## config.mk

```make
export PLATFORM = sky130hd
export DESIGN_NAME = sls_readout_seq
export DESIGN_NICKNAME = d
export VERILOG_FILES = /design/src/rtl/sls_pkg.sv /design/src/rtl/sls_int_limit.sv /design/src/rtl/sls_half_timer.sv /design/src/rtl/sls_int_timer.sv /design/src/rtl/sls_frame_ctl.sv /design/src/rtl/sls_readout_seq.sv
export SDC_FILE = /design/constraint.sdc
export NUM_CORES = 1
export LEC_CHECK = 0
export CAP_MARGIN = 20
export CORE_ASPECT_RATIO = 0.9
export CORE_MARGIN = 2
export CORE_UTILIZATION = 50
export CTS_CLUSTER_SIZE = 10
export DETAILED_ROUTE_END_ITERATION = 7
export PLACE_DENSITY = 0.69
export SLEW_MARGIN = 10
export SYNTH_ARGS = -nofsm -noshare
export SYNTH_HDL_FRONTEND = slang
export SYNTH_SLANG_ARGS = --single-unit
```

## constraint.sdc

```tcl
create_clock -name clk -period 3 [get_ports clk]
set_clock_uncertainty 0.1 [all_clocks]
set_input_delay 0.45 -clock clk [delete_from_list [all_inputs] [get_ports clk]]
set_output_delay 0.45 -clock clk [all_outputs]
set_load 0.05 [all_outputs]
```

## src/rtl/sls_pkg.sv

```systemverilog
package sls_pkg;
  typedef enum logic [1:0] {
    ST_IDLE,
    ST_SETUP,
    ST_HIGH,
    ST_LOW
  } seq_st_e;
endpackage

```

## src/rtl/sls_int_limit.sv

```systemverilog
// Clamps the divider and integration settings and flags out-of-range time.
module sls_int_limit #(
  parameter int N_PIX    = 256,
  parameter int DIV_W    = 8,
  parameter int INT_W    = 25,
  parameter int MIN_HALF = 13,
  parameter int TQT_CYC  = 5000,
  parameter int MAX_INT  = 25_000_000
) (
  input  logic             clk,
  input  logic             rst_n,
  input  logic [DIV_W-1:0] div_i,
  input  logic [INT_W-1:0] int_i,
  output logic [DIV_W-1:0] half_o,
  output logic [INT_W-1:0] lim_o,
  output logic             err_o
);
  localparam int MULT = 2 * (N_PIX - 18);

  logic [DIV_W-1:0] half_c;
  logic [INT_W-1:0] min_c;
  logic             lo_c;
  logic             hi_c;

  always_comb begin
    half_c = (div_i < DIV_W'(MIN_HALF)) ? DIV_W'(MIN_HALF) : div_i;
    min_c  = INT_W'(MULT) * INT_W'(half_c) + INT_W'(TQT_CYC);
    lo_c   = int_i < min_c;
    hi_c   = int_i > INT_W'(MAX_INT);
  end

  always_ff @(posedge clk or negedge rst_n) begin
    if (!rst_n) begin
      half_o <= DIV_W'(MIN_HALF);
      lim_o  <= INT_W'(MAX_INT);
      err_o  <= 1'b0;
    end else begin
      half_o <= half_c;
      lim_o  <= lo_c ? min_c : (hi_c ? INT_W'(MAX_INT) : int_i);
      err_o  <= lo_c | hi_c;
    end
  end
endmodule

```

## src/rtl/sls_half_timer.sv

```systemverilog
// Counts the system cycles inside one sensor clock phase.
module sls_half_timer #(
  parameter int DIV_W = 8
) (
  input  logic             clk,
  input  logic             rst_n,
  input  logic             run,
  input  logic [DIV_W-1:0] half,
  output logic             tick,
  output logic             mid
);
  logic [DIV_W-1:0] hc;

  always_comb begin
    tick = run && (hc == half - DIV_W'(1));
    mid  = run && (hc == (half >> 1));
  end

  always_ff @(posedge clk or negedge rst_n) begin
    if (!rst_n)            hc <= '0;
    else if (!run || tick) hc <= '0;
    else                   hc <= hc + DIV_W'(1);
  end
endmodule

```

## src/rtl/sls_int_timer.sv

```systemverilog
// Saturating count of system cycles since the last start pulse.
module sls_int_timer #(
  parameter int INT_W = 25
) (
  input  logic             clk,
  input  logic             rst_n,
  input  logic             restart,
  input  logic [INT_W-1:0] lim,
  output logic             ready
);
  logic [INT_W-1:0] cnt;

  assign ready = cnt >= lim;

  always_ff @(posedge clk or negedge rst_n) begin
    if (!rst_n)           cnt <= '0;
    else if (restart)     cnt <= INT_W'(1);
    else if (cnt != '1)   cnt <= cnt + INT_W'(1);
  end
endmodule

```

## src/rtl/sls_frame_ctl.sv

```systemverilog
// Frame state machine: start pulse, N+1 clocks, strobes, flush handling.
module sls_frame_ctl
  import sls_pkg::*;
#(
  parameter int N_PIX = 256,
  parameter int DIV_W = 8
) (
  input  logic                     clk,
  input  logic                     rst_n,
  input  logic                     req,
  input  logic                     ready,
  input  logic                     tick,
  input  logic                     mid,
  input  logic [DIV_W-1:0]         half_in,
  output logic                     go_o,
  output logic                     fl_pend_o,
  output logic                     run_o,
  output logic [DIV_W-1:0]         half_q,
  output logic                     si_o,
  output logic                     sclk_o,
  output logic                     stb_o,
  output logic [$clog2(N_PIX)-1:0] idx_o,
  output logic                     done_o,
  output logic                     busy_o,
  output logic                     exp_o
);
  localparam int IDX_W  = $clog2(N_PIX);
  localparam int EDGE_W = $clog2(N_PIX + 2);
  localparam logic [EDGE_W-1:0] LAST_EDGE = EDGE_W'(N_PIX + 1);

  seq_st_e           st;
  logic [EDGE_W-1:0] edge_n;
  logic              flush_pend;
  logic              flush_act;
  logic              after_flush;

  assign fl_pend_o = flush_pend;
  assign busy_o    = (st != ST_IDLE);
  assign run_o     = busy_o;
  assign go_o      = (st == ST_IDLE) && (flush_pend || (req && ready));

  always_ff @(posedge clk or negedge rst_n) begin
    if (!rst_n) begin
      st          <= ST_IDLE;
      edge_n      <= '0;
      half_q      <= '0;
      si_o        <= 1'b0;
      sclk_o      <= 1'b0;
      stb_o       <= 1'b0;
      idx_o       <= '0;
      done_o      <= 1'b0;
      exp_o       <= 1'b0;
      flush_pend  <= 1'b1;
      flush_act   <= 1'b0;
      after_flush <= 1'b0;
    end else begin
      stb_o  <= 1'b0;
      done_o <= 1'b0;
      unique case (st)
        ST_IDLE: begin
          if (go_o) begin
            st         <= ST_SETUP;
            si_o       <= 1'b1;
            edge_n     <= '0;
            half_q     <= half_in;
            flush_act  <= flush_pend;
            flush_pend <= 1'b0;
            if (!flush_pend) begin
              exp_o       <= after_flush;
              after_flush <= 1'b0;
            end
          end
        end
        ST_SETUP: begin
          if (tick) begin
            st     <= ST_HIGH;
            sclk_o <= 1'b1;
            edge_n <= EDGE_W'(1);
          end
        end
        ST_HIGH: begin
          if (tick) begin
            sclk_o <= 1'b0;
            si_o   <= 1'b0;
            if (edge_n == LAST_EDGE) begin
              st <= ST_IDLE;
              if (flush_act) after_flush <= 1'b1;
              else           done_o      <= 1'b1;
            end else begin
              st <= ST_LOW;
            end
          end
        end
        ST_LOW: begin
          if (mid && !flush_act) begin
            stb_o <= 1'b1;
            idx_o <= IDX_W'(edge_n - EDGE_W'(1));
          end
          if (tick) begin
            st     <= ST_HIGH;
            sclk_o <= 1'b1;
            edge_n <= edge_n + EDGE_W'(1);
          end
        end
        default: st <= ST_IDLE;
      endcase
    end
  end
endmodule

```

## src/rtl/sls_readout_seq.sv

```systemverilog
// Top: linear photodiode array readout sequencer.
module sls_readout_seq #(
  parameter int N_PIX    = 256,
  parameter int DIV_W    = 8,
  parameter int INT_W    = 25,
  parameter int MIN_HALF = 13,
  parameter int TQT_CYC  = 5000,
  parameter int MAX_INT  = 25_000_000
) (
  input  logic                     clk,
  input  logic                     rst_n,
  input  logic                     start_i,
  input  logic                     cont_i,
  input  logic [DIV_W-1:0]         div_i,
  input  logic [INT_W-1:0]         int_i,
  output logic                     si_o,
  output logic                     sclk_o,
  output logic                     smp_stb_o,
  output logic [$clog2(N_PIX)-1:0] pix_idx_o,
  output logic                     exp_flush_o,
  output logic                     busy_o,
  output logic                     done_o,
  output logic                     int_err_o
);
  generate
    if (MIN_HALF < 3) begin : g_bad_half
      $error("MIN_HALF must be at least 3 so the strobe sits inside the low phase");
    end
  endgenerate

  logic [DIV_W-1:0] half_c;
  logic [DIV_W-1:0] half_q;
  logic [INT_W-1:0] lim;
  logic             ready;
  logic             tick;
  logic             mid;
  logic             run;
  logic             go;
  logic             fl_pend;
  logic             start_pend;

  always_ff @(posedge clk or negedge rst_n) begin
    if (!rst_n)                 start_pend <= 1'b0;
    else if (go && !fl_pend)    start_pend <= 1'b0;
    else if (start_i)           start_pend <= 1'b1;
  end

  sls_int_limit #(
    .N_PIX(N_PIX), .DIV_W(DIV_W), .INT_W(INT_W),
    .MIN_HALF(MIN_HALF), .TQT_CYC(TQT_CYC), .MAX_INT(MAX_INT)
  ) u_lim (
    .clk(clk), .rst_n(rst_n), .div_i(div_i), .int_i(int_i),
    .half_o(half_c), .lim_o(lim), .err_o(int_err_o)
  );

  sls_int_timer #(.INT_W(INT_W)) u_itmr (
    .clk(clk), .rst_n(rst_n), .restart(go), .lim(lim), .ready(ready)
  );

  sls_half_timer #(.DIV_W(DIV_W)) u_htmr (
    .clk(clk), .rst_n(rst_n), .run(run), .half(half_q), .tick(tick), .mid(mid)
  );

  sls_frame_ctl #(.N_PIX(N_PIX), .DIV_W(DIV_W)) u_frm (
    .clk(clk), .rst_n(rst_n), .req(start_pend | start_i | cont_i),
    .ready(ready), .tick(tick), .mid(mid), .half_in(half_c),
    .go_o(go), .fl_pend_o(fl_pend), .run_o(run), .half_q(half_q),
    .si_o(si_o), .sclk_o(sclk_o), .stb_o(smp_stb_o), .idx_o(pix_idx_o),
    .done_o(done_o), .busy_o(busy_o), .exp_o(exp_flush_o)
  );
endmodule

```

# --- Word level (Yosys, flattened, before mapping) ---
# Index checks and enable logic that the tools add are counted.
classes:
  multipliers: 1
  n_reduce_logical: 27
  bitwise_logic: 4
  n_shift: 0
  n_lt_le_gt_ge: 4
  n_eq_ne: 15
  div: 0
  mux: 34
  addsub: 6
ops:
  columns: ["op", "n"]
  rows:
  - ["2-to-1 mux 25 bit", 4]
  - ["2-to-1 mux 9 bit", 3]
  - ["case mux 9 bit (3 select lines)", 1]
  - ["adder 25 x 1 -> 25 bit (second input constant)", 1]
  - [">= comparator 25 bit", 1]
  - ["> comparator 25 bit (second input constant)", 1]
  - ["less-than comparator 25 bit", 1]
  - ["!= test 25 bit (second input constant)", 1]
  - ["adder 17 x 13 -> 18 bit (second input constant)", 1]
  - ["2-to-1 mux 1 bit", 16]
  - ["2-to-1 mux 8 bit", 2]
  - ["subtractor 8 x 1 -> 8 bit (second input constant)", 2]
  - ["multiplier 7 x 8 -> 15 bit (first input constant)", 1]
  - ["AND reduction 3 bit", 4]
  - ["!= test 2 bit (second input constant)", 5]
  - ["nonzero test 2 bit", 5]
  - ["adder 9 x 1 -> 9 bit (second input constant)", 1]
  - ["== test 9 bit (second input constant)", 1]
  - ["adder 8 x 1 -> 8 bit (second input constant)", 1]
  - ["== test 8 x 7 -> 1 bit", 1]
  - ["== test 8 bit", 1]
  - ["less-than comparator 8 x 4 -> 1 bit (second input constant)", 1]
  - ["2-to-1 mux 2 bit", 4]
  - ["logical AND 1 bit", 6]
  - ["15 further kinds", 26]
totals:
  ram_bits: 0
  ff_bits: 103
  rom_bits: 0
  word_cells: 109
  input_bits: 37
  latch_bits: 0
  n_memories: 0

# --- Logic depth before layout (Yosys ltp) ---
logic_depth:
  word_depth: 7
  depth_mapped: 31
  ltp_nobuf: 30

# --- By module ---
# Synthesis repeated with hierarchy kept, for this count alone.
hier_totals:
  hier_cells: 824
  area_unflattened_um2: 7805.0
by_module_without_submodules:
  columns: ["module", "n_inst", "seq_area_each_um2", "area_per_inst_um2", "cells_per_inst"]
  rows:
  - ["sls_int_limit", 1, 869.6, 3294.4, 325]
  - ["sls_int_timer", 1, 625.6, 1981.9, 232]
  - ["sls_frame_ctl", 1, 877.1, 1762.9, 174]
  - ["sls_half_timer", 1, 200.2, 721.9, 88]
  - ["sls_readout_seq", 1, 25.0, 43.8, 5]

# --- Worst setup path after synthesis ---
# No wires, ideal clock.
synth_path:
  path_kind: "in2reg"
  startpoint: "input port div_i[6]"
  endpoint: "register u_lim.lim_o[17]"
  arrival_time_ps: 6542
  path_stages: 30
  setup_ps: 92
  t_required_ps: 2808
  setup_slack_ps: -3734
  n_path_buf: 2
  cell_sequence: "inv_1 -> ha_1 -> a21oi_1 -> inv_1 -> fa_1 -> inv_1 -> fa_1 -> inv_1 -> fa_1 -> inv_1 -> fa_1 -> inv_1 -> ha_1 -> and2_1 -> o21ai_0 -> or4b_1 -> o2111ai_2 -> and3_1 -> buf_4 -> nand3_1 -> or2_1 -> ha_1 -> nand2_1 -> nor4_1 -> o2111ai_1 -> nand3_1 -> and2_1 -> buf_2 -> nand2_1 -> o31ai_2"
synth_between:
  elab_chain_len: 6
synth_rtl:
  columns: ["item", "line_no", "text"]
  rows:
  - ["from (decl)", "sls_readout_seq.sv:14", "input logic [DIV_W-1:0] div_i,"]
  - ["less-than comparator 8 x 4 -> 1 bit *", "sls_int_limit.sv:26", "half_c = (div_i < DIV_W'(MIN_HALF)) ? DIV_W'(MIN_HALF) : div_i;"]
  - ["2-to-1 mux 8 bit *", "sls_int_limit.sv:26", null]
  - ["net u_lim.half_c[2]", "sls_int_limit.sv:20", "logic [DIV_W-1:0] half_c;"]
  - ["multiplier 7 x 8 -> 15 bit *", "sls_int_limit.sv:27", "min_c = INT_W'(MULT) * INT_W'(half_c) + INT_W'(TQT_CYC);"]
  - ["adder 17 x 13 -> 18 bit *", "sls_int_limit.sv:27", null]
  - ["less-than comparator 25 bit", "sls_int_limit.sv:28", "lo_c = int_i < min_c;"]
  - ["2-to-1 mux 25 bit *", "sls_int_limit.sv:39", "lim_o <= lo_c ? min_c : (hi_c ? INT_W'(MAX_INT) : int_i);"]
  - ["to (signal assigned)", "sls_int_limit.sv:35", "lim_o <= INT_W'(MAX_INT);"]
  - ["to (signal assigned)", "sls_int_limit.sv:39", null]
  - ["to (decl)", "sls_int_limit.sv:15", "output logic [INT_W-1:0] lim_o,"]
# Mark *: on every way through the listed nets, which the timed path passes. The rest lies on a longest branch.
# A chain may end at the register's enable or synchronous reset.

# --- Final worst setup path ---
layout_path:
  startpoint: "input port div_i[0]"
  endpoint: "register u_lim.lim_o[15]"
layout_between:
  elab_chain_len: 6
layout_rtl:
  columns: ["item", "line_no"]
  rows:
  - ["less-than comparator 8 x 4 -> 1 bit", "sls_int_limit.sv:26"]
  - ["2-to-1 mux 8 bit *", "sls_int_limit.sv:26"]
  - ["multiplier 7 x 8 -> 15 bit *", "sls_int_limit.sv:27"]
  - ["adder 17 x 13 -> 18 bit *", "sls_int_limit.sv:27"]
  - ["less-than comparator 25 bit", "sls_int_limit.sv:28"]
  - ["2-to-1 mux 25 bit *", "sls_int_limit.sv:39"]
# Mark *: on every way between the ends. The rest lies on a longest branch, timed or not.

==> run metrics <==
status=complete, but fails checks; failing checks=negative setup slack; Synth Area in Simple Gates=0.186; post-synthesis xor/xnor area fraction=0.0809; register area share after synthesis=0.344; post-layout util=0.671; Arr. time, crit path=roughly 6.5 ns; ys async rst share=1.00; clk slew on worst S/H paths=roughly 0.070 ns; Seq. cell area=about 2600 sq um; drt total wl=roughly 18 mm; GRT overflow=0; clock period minus worst slack=approximately 6.4 ns; DRT iter0 DRCs=around 340; number of vias per cell=between 5 and 6; syn avg cell area=9.49 sq um; ranking of synthesized cells by area=dfrtp_1 29%, ha_1 14%, dfstp_2 5.6%; pwr/cell area=around 1100 nW/um^2; Rows=42; CP startpoint kind=input port; Yosys reg bits=just over 100; Crit-path slowest cell=fa_1; Syn. warnings=0; final hold slack=~0.013 ns; multi-input logic area=4950 sq um; CP required=~3.1 ns; Tot Pwr=between 10 and 15 mW; Post-synth top flop=dfrtp_1; mux share of post-synthesis cell area=0.0146; largest family of logic cells by synthesized area=adder cells; number of port buffers=51; largest net degree at the start of global routing=between 50 and 60; area share of fa/ha/maj cells after synthesis=0.195; share of cells above drive strength 1=0.276; Post-synth EDFFs=0; final setup vio count=20; fill count=between 1000 and 1500; HP Class=in2async; Synth cell types=73; TritonCTS clock tree=built; Max Fclk=roughly 160 MHz; first-pass GRT wire length=between 30 and 40 mm; Crit Path Max Fanout=5; Worst-Skew Late Latency=0.35 ns; Post-DRT Antenna Nets=0; Remaining DRCs=0; most frequent cells in the layout=114 x buf_4, 86 x dfrtp_1, 79 x ha_1; Final #Nets=between 1000 and 1500; worst slew pin tran=0.658 ns; Synthesized Nets=940; DR WL/cell=~16 microns; synthesized instance count=about 800; Clock Root Buffer=clkbuf_16; initial antenna violation count=0; delay of the slowest critical-path stage=about 0.54 ns; RSZ-0062 raised after global routing=yes; initial core utilization=0.512; share of the synthesized area in the top cell type=0.288; CTS Buf Count=9; critical path class=in2reg; Antenna Diode Count=0; Leakage=between 4 and 5 nW; area leader, netlist=dfrtp_1; first-pass detailed-route iteration total=5; clock buffer depth=2; die area=around 16000 sq um; Synth Area in Compound Gates=0.123; chip height=~120 microns; max cap viols=0; Layout area overhead=31.0%; Tot GR Track Use=0.240; fin crit share=2.12; die extent in x=~130 microns; Core ar.=14800 sq um; Final Hold Vio Count=0; dpl ws=-4.28 ns; vias in the first global route=between 6000 and 7000; Num Clock Sinks=between 100 and 150; Netlist Area Pre-Place=7560 sq um; io pins=52; vias post-DR=between 6000 and 7000; Setup crit end kind=flip-flop; RePlAce Congestion=0.993; DP HPWL=~14 mm; commonest non-fill, non-tap cell in the layout=buf_4; maximum vdd drop=between 0.9 and 1 mV; Max-slew headroom=0.561; final count of pins violating max slew=0; CTS H-tree depth=3; Setup WS post-layout=-3.37 ns
## metrics by stage
step           setup TNS (ns)  std cells  cell area [sq um]
3_3_place_gp           -78.67       1124               9070
4_1_cts                -64.16       1161               9740
2_1_floorplan          -67.64        797               7670
6_report               -66.44       1162               9900
5_1_grt                -71.46       1162               9900
3_5_place_dp           -82.87       1124               9070
## routing by layer
layer / wire (microns) / vias up / track usage
li1: - / 3106 / -
met1: 8240 / 3141 / 0.305
met2: 9240 / 131 / 0.424
met3: 488 / 38 / 0.0281
met4: 405 / 0 / 0.0858
met5: 0 / - / 0
## synthesized netlist by cell type, types with 3 or more instances
cell type   n
dfrtp_1    87
ha_1       86
inv_1      84
nor2_1     68
nand2_1    51
a21oi_1    40
xnor2_1    39
xor2_1     29
o21ai_0    28
nand3_1    26
nor3_1     21
fa_1       20
and3_1     19
nand4_1    17
dfstp_2    16
clkbuf_1   14
nor4_1     12
a21o_1      9
nand2b_1    9
a31oi_1     8
and2_1      8
mux2_2      8
and4_1      7
a211o_1     5
buf_2       5
or3_1       5
a211oi_1    4
nor2b_1     4
o21a_1      4
a311oi_1    3
o22ai_1     3
## state kept, by name (all words and copies together), names as in the netlist, 2 cells and up
register,count
u_itmr.cnt,25
u_frm.edge_n,9
u_frm.idx_o,8
u_frm.st,2
u_lim.half_o,8
u_frm.half_q,8
u_lim.lim_o,25
u_htmr.hc,8
## area by class of cell
type	instances	share of cell area
inverter	84	0.0326
multi-input combinational	587	0.500
sequential	103	0.262
clock inverter	6	0.00935
tap	198	0.0250
clock buffer	10	0.0241
timing repair buffer	174	0.146
## cell families after synthesis
group | after synthesis
simple gates | 267
compound gates | 135
buf+inv | 107
fa+ha+maj | 106
flops | 103
xor+xnor | 69
mux | 10
## timing repair
item / in CTS / in global routing
hold buffers: 0 / 0
pin swaps: 37 / 25
setup endpoints to repair: 27 / 39
buffers inserted: 20 / 2
resized for setup: 84 / 43
gates cloned: 1 / 0
## report_power, final
part / switching [mW] / internal [mW] / leakage, nW / total (mW)
Sequential: 0.471 / 1.75 / 1.26 / 2.22
Combinational: 3.84 / 3.62 / 3.29 / 7.46
Clock: 0.532 / 0.758 / 0.155 / 1.29
Total: 4.85 / 6.12 / 4.70 / 11.0
## critical path: cells and delay by family
kind / cells / cell delay (ns)
compound gates: 5 / 0.95
fa+ha+maj: 6 / 2.42
buf+inv: 7 / 0.62
simple gates: 12 / 2.04
## path summary, 6_finish.rpt
check / start / to / slack, ns / depth (start not counted)
setup reg to reg: u_lim.lim_o[16] / u_frm.half_q[4] / 0.15 / 11
hold reg to reg: u_lim.half_o[7] / u_frm.half_q[7] / 0.38 / 1
min in group clk: div_i[5] / u_lim.half_o[5] / 0.32 / 2
hold / removal: rst_n / u_frm.idx_o[4] / 0.01 / 1
setup / recovery: div_i[0] / u_lim.lim_o[15] / -3.37 / 30
max in group asynchronous: rst_n / u_lim.lim_o[21] / 1.91 / 2
(Power assumes the default switching activity.)
